[src/rtl/pfc_pkg.sv]
package pfc_pkg;
  localparam int unsigned VA_W  = 32;
  localparam int unsigned ERR_W = 32;
  localparam int unsigned VEC_W = 8;
  localparam int unsigned CPL_W = 2;
  localparam logic [VEC_W-1:0] VEC_PF    = 8'h0E;
  localparam logic [CPL_W-1:0] CPL_USER  = 2'd3;

  typedef struct packed {
    logic present;
    logic writable;
    logic user;
  } pg_attr_t;

  typedef struct packed {
    logic prot;   // bit0: protection violation on present page
    logic wr;     // bit1
    logic usr;    // bit2
  } cause_t;
endpackage

[src/rtl/pfc_policy.sv]
module pfc_policy
  import pfc_pkg::*;
(
  input  logic             vld_i,
  input  logic             wr_i,
  input  logic [CPL_W-1:0] cpl_i,
  input  pg_attr_t         attr_i,
  output logic             fault_o,
  output cause_t           cause_o
);
  logic usr_mode;
  logic np_viol, wp_viol, sp_viol;

  assign usr_mode = (cpl_i == CPL_USER);
  assign np_viol  = !attr_i.present;
  assign wp_viol  = attr_i.present && usr_mode && wr_i && !attr_i.writable;
  assign sp_viol  = attr_i.present && usr_mode && !attr_i.user;

  assign fault_o       = vld_i && (np_viol || wp_viol || sp_viol);
  assign cause_o.prot  = !np_viol;
  assign cause_o.wr    = wr_i;
  assign cause_o.usr   = usr_mode;


  always_comb begin
    if (vld_i && attr_i.present && !usr_mode)
      sup_ok_chk: assert (!fault_o);
  end
endmodule

[src/rtl/pfc_err_fmt.sv]
module pfc_err_fmt
  import pfc_pkg::*;
#(
  parameter int unsigned W = ERR_W
) (
  input  logic         fault_i,
  input  cause_t       cause_i,
  output logic [W-1:0] err_o
);
  localparam int unsigned PAD_W = W - 3;

  always_comb begin
    err_o = '0;
    if (fault_i) err_o = {{PAD_W{1'b0}}, cause_i.usr, cause_i.wr, cause_i.prot};
  end


  always_comb begin
    err_hi_zero_chk: assert (err_o[W-1:3] == '0);
  end
endmodule

[src/rtl/pfc_far.sv]
module pfc_far
  import pfc_pkg::*;
#(
  parameter int unsigned W = VA_W
) (
  input  logic         clk_i,
  input  logic         rst_ni,
  input  logic         ld_i,
  input  logic [W-1:0] va_i,
  output logic [W-1:0] far_o
);
  always_ff @(posedge clk_i or negedge rst_ni) begin
    if (!rst_ni)   far_o <= '0;
    else if (ld_i) far_o <= va_i;
  end
endmodule

[src/rtl/pfc_top.sv]
module pfc_top
  import pfc_pkg::*;
#(
  parameter int unsigned RA_W     = 2,
  parameter int unsigned FAR_ADDR = 0
) (
  input  logic             clk_i,
  input  logic             rst_ni,
  input  logic             acc_vld_i,
  input  logic [VA_W-1:0]  acc_va_i,
  input  logic             acc_wr_i,
  input  logic [CPL_W-1:0] acc_cpl_i,
  input  logic             pg_present_i,
  input  logic             pg_writable_i,
  input  logic             pg_user_i,
  output logic             flt_o,
  output logic [VEC_W-1:0] flt_vec_o,
  output logic [ERR_W-1:0] flt_err_o,
  input  logic [RA_W-1:0]  rd_addr_i,
  output logic [VA_W-1:0]  rd_data_o
);
  pg_attr_t         attr;
  logic             fault_d;
  cause_t           cause;
  logic [ERR_W-1:0] err_d;
  logic [VA_W-1:0]  far_q;

  assign attr = '{present: pg_present_i, writable: pg_writable_i, user: pg_user_i};

  pfc_policy u_policy (
    .vld_i   (acc_vld_i),
    .wr_i    (acc_wr_i),
    .cpl_i   (acc_cpl_i),
    .attr_i  (attr),
    .fault_o (fault_d),
    .cause_o (cause)
  );

  pfc_err_fmt #(.W(ERR_W)) u_err (
    .fault_i (fault_d),
    .cause_i (cause),
    .err_o   (err_d)
  );

  pfc_far #(.W(VA_W)) u_far (
    .clk_i  (clk_i),
    .rst_ni (rst_ni),
    .ld_i   (fault_d),
    .va_i   (acc_va_i),
    .far_o  (far_q)
  );

  always_ff @(posedge clk_i or negedge rst_ni) begin
    if (!rst_ni) begin
      flt_o     <= 1'b0;
      flt_vec_o <= '0;
      flt_err_o <= '0;
    end else begin
      flt_o     <= fault_d;
      flt_vec_o <= fault_d ? VEC_PF : '0;
      flt_err_o <= err_d;
    end
  end

  assign rd_data_o = (rd_addr_i == RA_W'(FAR_ADDR)) ? far_q : '0;


  vec_on_fault_chk: assert property (@(posedge clk_i) disable iff (!rst_ni)
    flt_o |-> flt_vec_o == VEC_PF);

  fault_needs_strobe_chk: assert property (@(posedge clk_i) disable iff (!rst_ni)
    flt_o |-> $past(acc_vld_i));

  quiet_err_zero_chk: assert property (@(posedge clk_i) disable iff (!rst_ni)
    !flt_o |-> flt_err_o == '0);

  far_load_chk: assert property (@(posedge clk_i) disable iff (!rst_ni)
    flt_o |-> far_q == $past(acc_va_i));

  far_hold_chk: assert property (@(posedge clk_i) disable iff (!rst_ni)
    !flt_o |-> $stable(far_q));

  np_cause_chk: assert property (@(posedge clk_i) disable iff (!rst_ni)
    (acc_vld_i && !pg_present_i) |=> (flt_o && !flt_err_o[0]));
endmodule

[config.mk]
export PLATFORM = sky130hd
export DESIGN_NAME = pfc_top
export DESIGN_NICKNAME = d
export VERILOG_FILES = /design/src/rtl/pfc_pkg.sv /design/src/rtl/pfc_policy.sv /design/src/rtl/pfc_err_fmt.sv /design/src/rtl/pfc_far.sv /design/src/rtl/pfc_top.sv
export SDC_FILE = /design/constraint.sdc
export NUM_CORES = 1
export LEC_CHECK = 0
export ABC_AREA = 1
export CORE_MARGIN = 3
export CORE_UTILIZATION = 60
export CTS_CLUSTER_SIZE = 16
export DETAILED_ROUTE_END_ITERATION = 16
export DONT_BUFFER_PORTS = 1
export GPL_TIMING_DRIVEN = 0
export HOLD_SLACK_MARGIN = 0.1
export PLACE_DENSITY = 0.76
export SLEW_MARGIN = 20
export SYNTH_ARGS = -nofsm -noshare
export SYNTH_HDL_FRONTEND = slang
export SYNTH_SLANG_ARGS = --single-unit
[constraint.sdc]
create_clock -name clk_i -period 1.7 [get_ports clk_i]
set_input_delay 0 -clock clk_i [delete_from_list [all_inputs] [get_ports clk_i]]
set_output_delay 0 -clock clk_i [all_outputs]
set_load 0.01 [all_outputs]
# After elaboration in Yosys (flattened, before gate mapping)
# Cells that the tools add are included.
# W data, S select, Z words.
dict set report word_totals {
  output_inout_bits 73
  elab_cells 19
  regBits 69
  input_bits 43
}
dict set report classes {
  n_mux 3
  n_eq_ne 1
  n_reduce_logical 11
}
# op n
set op_table {}
lappend op_table {{$mux W32} 1}
lappend op_table {{$logic_and A1 B1 Y1} 5}
lappend op_table {{$mux W4} 1}
lappend op_table {{$logic_not A1 Y1} 3}
lappend op_table {{$mux W3} 1}
lappend op_table {{$eq A2 B2 Y1 const B} 1}
lappend op_table {{$logic_not A2 Y1} 1}
lappend op_table {{$logic_or A1 B1 Y1} 2}

# Logic depth before layout (Yosys ltp)
dict set report logic_depth {
  depth_word 8
  depth_mapped 9
  depth_no_buf 8
}

# By module
# From an unflattened synthesis, not the netlist that was laid out.
dict set report hier_totals {
  hier_cells 295
  area_unflattened_um2 2910.3
}
# mod area_each_um2 seq_area_each_um2 n_inst cells_per_inst
set modules_own_cells {}
lappend modules_own_cells {pfc_top 1316.3 825.8 1 112}
lappend modules_own_cells {pfc_far 1292.5 800.8 1 136}
lappend modules_own_cells {pfc_err_fmt 244.0 0.0 1 36}
lappend modules_own_cells {pfc_policy 57.6 0.0 1 11}

# Worst setup path after synthesis
# OpenSTA, ideal clock, no wires.
dict set report synth_path {
  path_kind {input -> register}
  start {in pg_writable_i}
  end {reg u_far.far_o[0]}
  path_stages 9
  n_path_buf 1
  t_arrival_ns 0.567
  path_slack_ns 1.016
  setup_ns 0.116
  required_time_ns 1.584
  path_cell_list {inv_1 nand2_1 nand2_1 nand2_2 nand2_4 nand2_4 buf_6 nand2_1 nand2_1}
}
dict set report synth_between {
  elab_chain_cells 5
}
# element line
set synth_rtl {}
lappend synth_rtl {{from (decl)} pfc_top.sv:14} ;# input logic pg_writable_i,
lappend synth_rtl {{$logic_not A1 Y1} pfc_policy.sv:16} ;# assign wp_viol = attr_i.present && usr_mode && wr_i && !attr_i.writable;
lappend synth_rtl {{$logic_and A1 B1 Y1} pfc_policy.sv:16}
lappend synth_rtl {{$logic_or A1 B1 Y1 (2 in a row)} pfc_policy.sv:19} ;# assign fault_o = vld_i && (np_viol || wp_viol || sp_viol);
lappend synth_rtl {{$logic_and A1 B1 Y1} pfc_policy.sv:19}
lappend synth_rtl {{to (signal assigned)} pfc_far.sv:14} ;# else if (ld_i) far_o <= va_i;
lappend synth_rtl {{to (decl)} pfc_far.sv:10} ;# output logic [W-1:0] far_o
# Every way passes these cells.
# A chain may end at the register's enable or synchronous reset.

# Worst setup path in the final report
dict set report layout_path {
  start {in acc_wr_i}
  end {reg flt_err_o[1]}
}
dict set report layout_between {
  elab_chain_cells 6
}
# element line
set layout_rtl {}
lappend layout_rtl {{from (decl)} pfc_top.sv:11} ;# input logic acc_wr_i,
lappend layout_rtl {{$logic_and A1 B1 Y1 (2 in a row)} pfc_policy.sv:16}
lappend layout_rtl {{$logic_or A1 B1 Y1 (2 in a row)} pfc_policy.sv:19}
lappend layout_rtl {{$logic_and A1 B1 Y1} pfc_policy.sv:19}
lappend layout_rtl {{$mux W3 (*)} pfc_err_fmt.sv:14} ;# if (fault_i) err_o = {{PAD_W{1'b0}}, cause_i.usr, cause_i.wr, cause_i.prot};
lappend layout_rtl {{via err_d[1]} pfc_top.sv:25} ;# logic [ERR_W-1:0] err_d;
lappend layout_rtl {{to (signal assigned)} pfc_top.sv:61} ;# flt_err_o <= err_d;
lappend layout_rtl {{to (decl)} pfc_top.sv:18} ;# output logic [ERR_W-1:0] flt_err_o,
# The timed path passes the listed nets; every way through them passes the cells marked *.

==> impl_summary.txt <==
----------------------------------------------------
[Synthesis]
  Top area cells in the synthesized netlist ... dfrtp_1 45%, buf_4 15%, nand2_1 13%
  Post-synth EDFFs ... 0
  Area fraction of the dominant cell type after synthesis ... 0.4520
  XOR/XNOR share of the synthesized area ... 0
  Synthesized-area fraction occupied by ao, oa, aoi and oai cells ... 0
  Post-synthesis share of cell area spent on full adders, half adders and majority gates ... 0
  Distinct cell type count of the synthesized netlist ... 14
  Post-synthesis async set-or-reset flop share ... 1.000
  Mux share of post-synthesis cell area ... 0
  Cell types with the highest counts after synthesis ... 67 x nand2_1, 39 x buf_4, 36 x dfrtp_1, 36 x inv_1, 34 x nor2_1
  Post-Synthesis Cell Area ... 1993 sq um
  Most instantiated library cell after synthesis ... nand2_1
  Sequential cell area fraction in the yosys report ... 0.4520
  Number of register bits inferred by synthesis ... 36
  Mapped Avg Cell Area ... 7.579 sq um
  Largest area contributor in the netlist ... dfrtp_1
  Ys Warns ... 0
  Synthesized instance count ... 263
  Main combinational cell family by area after synthesis ... simple AND/OR/NAND/NOR gates
  Simple-gate area share of the yosys netlist ... 0.2906
  Commonest register cell after synthesis ... dfrtp_1

[GRT]
  Number of global-route vias before repair ... around 1,800
  GRT Overall Usage ... 0.2853
  Number of antenna violations at the first check in global routing ... 0
  Gr ovfl total ... 0
  Pin count of the biggest net entering global routing ... 35
  First-pass GRT wire length ... approximately 8800 microns

[Drt]
  Count of routing violations after the opening detailed-route iteration ... between 70 and 80
  DRC ... 0
  Overall routed net length ... between 5000 and 6000 microns
  Average wire length per cell after detail routing ... 14.03 microns
  Avg Vias per Cell ... 4.709
  Number of optimization iterations in the first detailed-route pass ... 4
  Count of nets left with antenna violations after detail routing ... 0
  Via count ... 1,860

[Setup path]
  Endpoint of the worst register-to-register path ... u_far.far_o[17]$_DFFE_PN0P_
  Setup slack of the worst register-to-register path ... 0.48 ns
  Depth of the worst register-to-register path ... 3
  Type of the worst setup path ... in -> reg
  Beginning of the worst register-to-register path ... u_far.far_o[17]$_DFFE_PN0P_
  Worst setup path startpoint ... acc_wr_i
  Largest fanout on the critical path ... 10
  Setup crit end kind ... flop
  Required arrival time at the worst endpoint ... between 1.5 and 2 ns
  Worst EP arrival ... 1.75 ns
  Type of element launching the critical path ... input pin

[Power and ir drop]
  Net switching fraction of the power ... 0.3098
  Sequential group share of total power ... 0.505
  Combinational power share ... 0.258
  Power density over the cells ... around 750 nW/um^2
  Clock share of power ... 0.237
  Internal Dissipation ... 1.399 mW
  Highest ir drop seen on vdd ... 627.2 uV
  NetSw ... between 0.6 and 0.7 mW
  Leakage power of the design ... approximately 1.6 nW

[CTS]
  Total clock sinks ... 36
  Clock tree root buffer cell ... clkbuf_4
  Clock slew at the register clock pins of the worst setup and hold paths ... 0.11 ns
  Number of buffers added by the clock tree synthesis step ... 5
  Quantity of gates resized following cts ... 0
  CTS tree ... yes
  Max Buffers Root-to-Sink ... 2
  Worst skew pair latency ... 0.33 ns
  CTS HTree Levels ... 2

[STA]
  Final Hold Vio Count ... 0
  Slack of the critical path ... between 0.15 and 0.2 ns
  RSZ-0062 raised after global routing ... no
  Sum of negative setup slack ... 0 ns
  Fmax achieved ... 651.0 MHz
  Number of max-slew violations in the final report ... 0
  Period minus WS final ... 1.536 ns
  Setup violators final ... 0
  Period utilisation layout ... 0.9036
  Final worst clock skew ... 0 ns

[Floorplan]
  Number of core rows ... 20
  Die boundary width ... 63.64 microns
  Die Span Y ... 63.64 microns
  Initial core utilization ... 0.6423
  DIE AREA ... 4049 sq um
  Number of top-level pins ... 116
  Core area ... between 3000 and 4000 sq um

[Final layout]
  Antenna diode count ... 0
  Layout area overhead ... 36.03%
  Proportion of layout cells with a drive suffix above 1 ... 0.1738
  Number of nets in the final layout ... 393
  Utilization of the core after routing ... 0.8738

[Worst hold path]
  Worst hold path class ... in -> reg
  Count of cells along the worst hold path ... 6
  Worst Hold Launch ... pg_user_i
  Worst Hold Path EP ... u_far.far_o[15]$_DFFE_PN0P_

[Placement]
  GP Congestion ... 0.7747
  Setup slack after placement ... slightly below 0.9 ns
  Port-buffer cells ... 0
  Sum of net half-perimeters after detailed placement ... 3033 microns

[Outcome]
  Result of the run ... finished, final reports clean

[Job]
  Maximum capacitance violations ... 0

----------------------------------------------------
[metrics by stage]
stage               instances  power, mW  hold slack (ns)  area, sq um
floorplan                 296      1.356          -0.2956         2117
global placement          340      1.400          -0.2949         2172
detailed placement        340      1.414          -0.2948         2172
CTS                       395      1.989           0.1096         2711
global route              395      2.123           0.1656         2711
finish                    395      2.027           0.1406         2711
[power by group through the flow]
| stage | sequential [mW] | combinational, mW | clock, mW |
|---|---|---|---|
| 6_report | 1.02 | 0.522 | 0.481 |
| 5_1_grt | 1.04 | 0.579 | 0.507 |
| 4_1_cts | 1.02 | 0.494 | 0.476 |
| 3_5_place_dp | 1.04 | 0.379 | 0 |
| 3_3_place_gp | 1.03 | 0.369 | 0 |
| 2_1_floorplan | 1.02 | 0.333 | 0 |
[cells by family (layout without fill, tap and decap cells)]
group,count (synthesis),count (layout)
simple gates,138,138
flops,36,36
other cells,1,34
buf+inv,88,143
[how the worst max path moves through the flow]
stage | slack, ns | cells past startpoint | end
floorplan | 1.02 | 9 | u_far.far_o[0]$_DFFE_PN0P_
global placement | 0.89 | 4 | rd_data_o[14]
detailed placement | 0.88 | 4 | rd_data_o[14]
CTS | 0.23 | 4 | u_far.far_o[28]$_DFFE_PN0P_
global route | 0.09 | 9 | flt_err_o[1]$_DFF_PN0_
finish | 0.16 | 9 | flt_err_o[1]$_DFF_PN0_
[metal layers]
metal | global-route usage | up-vias | wire [microns]
met5 | 0 | - | 0
met1 | 0.3137 | 846 | 1973
li1 | - | 883 | -
met4 | 0.1213 | 0 | 174
met3 | 0.06595 | 17 | 439
met2 | 0.5202 | 114 | 2955
[layout make-up]
class                   instances  area, sq um
well taps                      44        55.05
repair buffers                 47        480.5
fillers                       187        391.6
clock buffers                   8        58.81
multi-input cells             172        706.9
inverters                      37        138.9
flip-flops and latches         36        900.9
plain buffers                  51        370.4
[layout by cell type (no fill, tap or decap)]
cell type,synthesis,final
nand2_1,67,67
dlygate4sd3_1,0,46
buf_4,39,39
inv_1,36,36
dfrtp_1,36,36
nor2_1,34,34
conb_1,1,34
nand3_1,33,33
buf_2,8,8
clkbuf_4,0,5
clkbuf_1,1,3
buf_6,3,3
nand2_4,2,2
or2_1,1,1
inv_2,1,1
nand2_2,1,1
clkbuf_8,0,1
buf_12,0,1
[critical path, cell delays in order]
cell           delay, ns
dlygate4sd3_1       0.56
nand2_1             0.08
nand2_1             0.06
nand2_2             0.07
nand2_4             0.09
nand2_4             0.13
buf_6               0.16
nor2_1              0.06
dlygate4sd3_1       0.54
[state kept, by name, indices dropped and copies added (netlist names)]
| signal | flops |
|---|---|
| flt_err_o | 3 |
| flt_vec_o | 1 |
| u_far.far_o | 32 |
[repair_timing]
item	in CTS	in global routing
setup buffers	0	0
hold buffers	47	0
hold endpoints to repair	72	0
(Power assumes the default switching activity.)
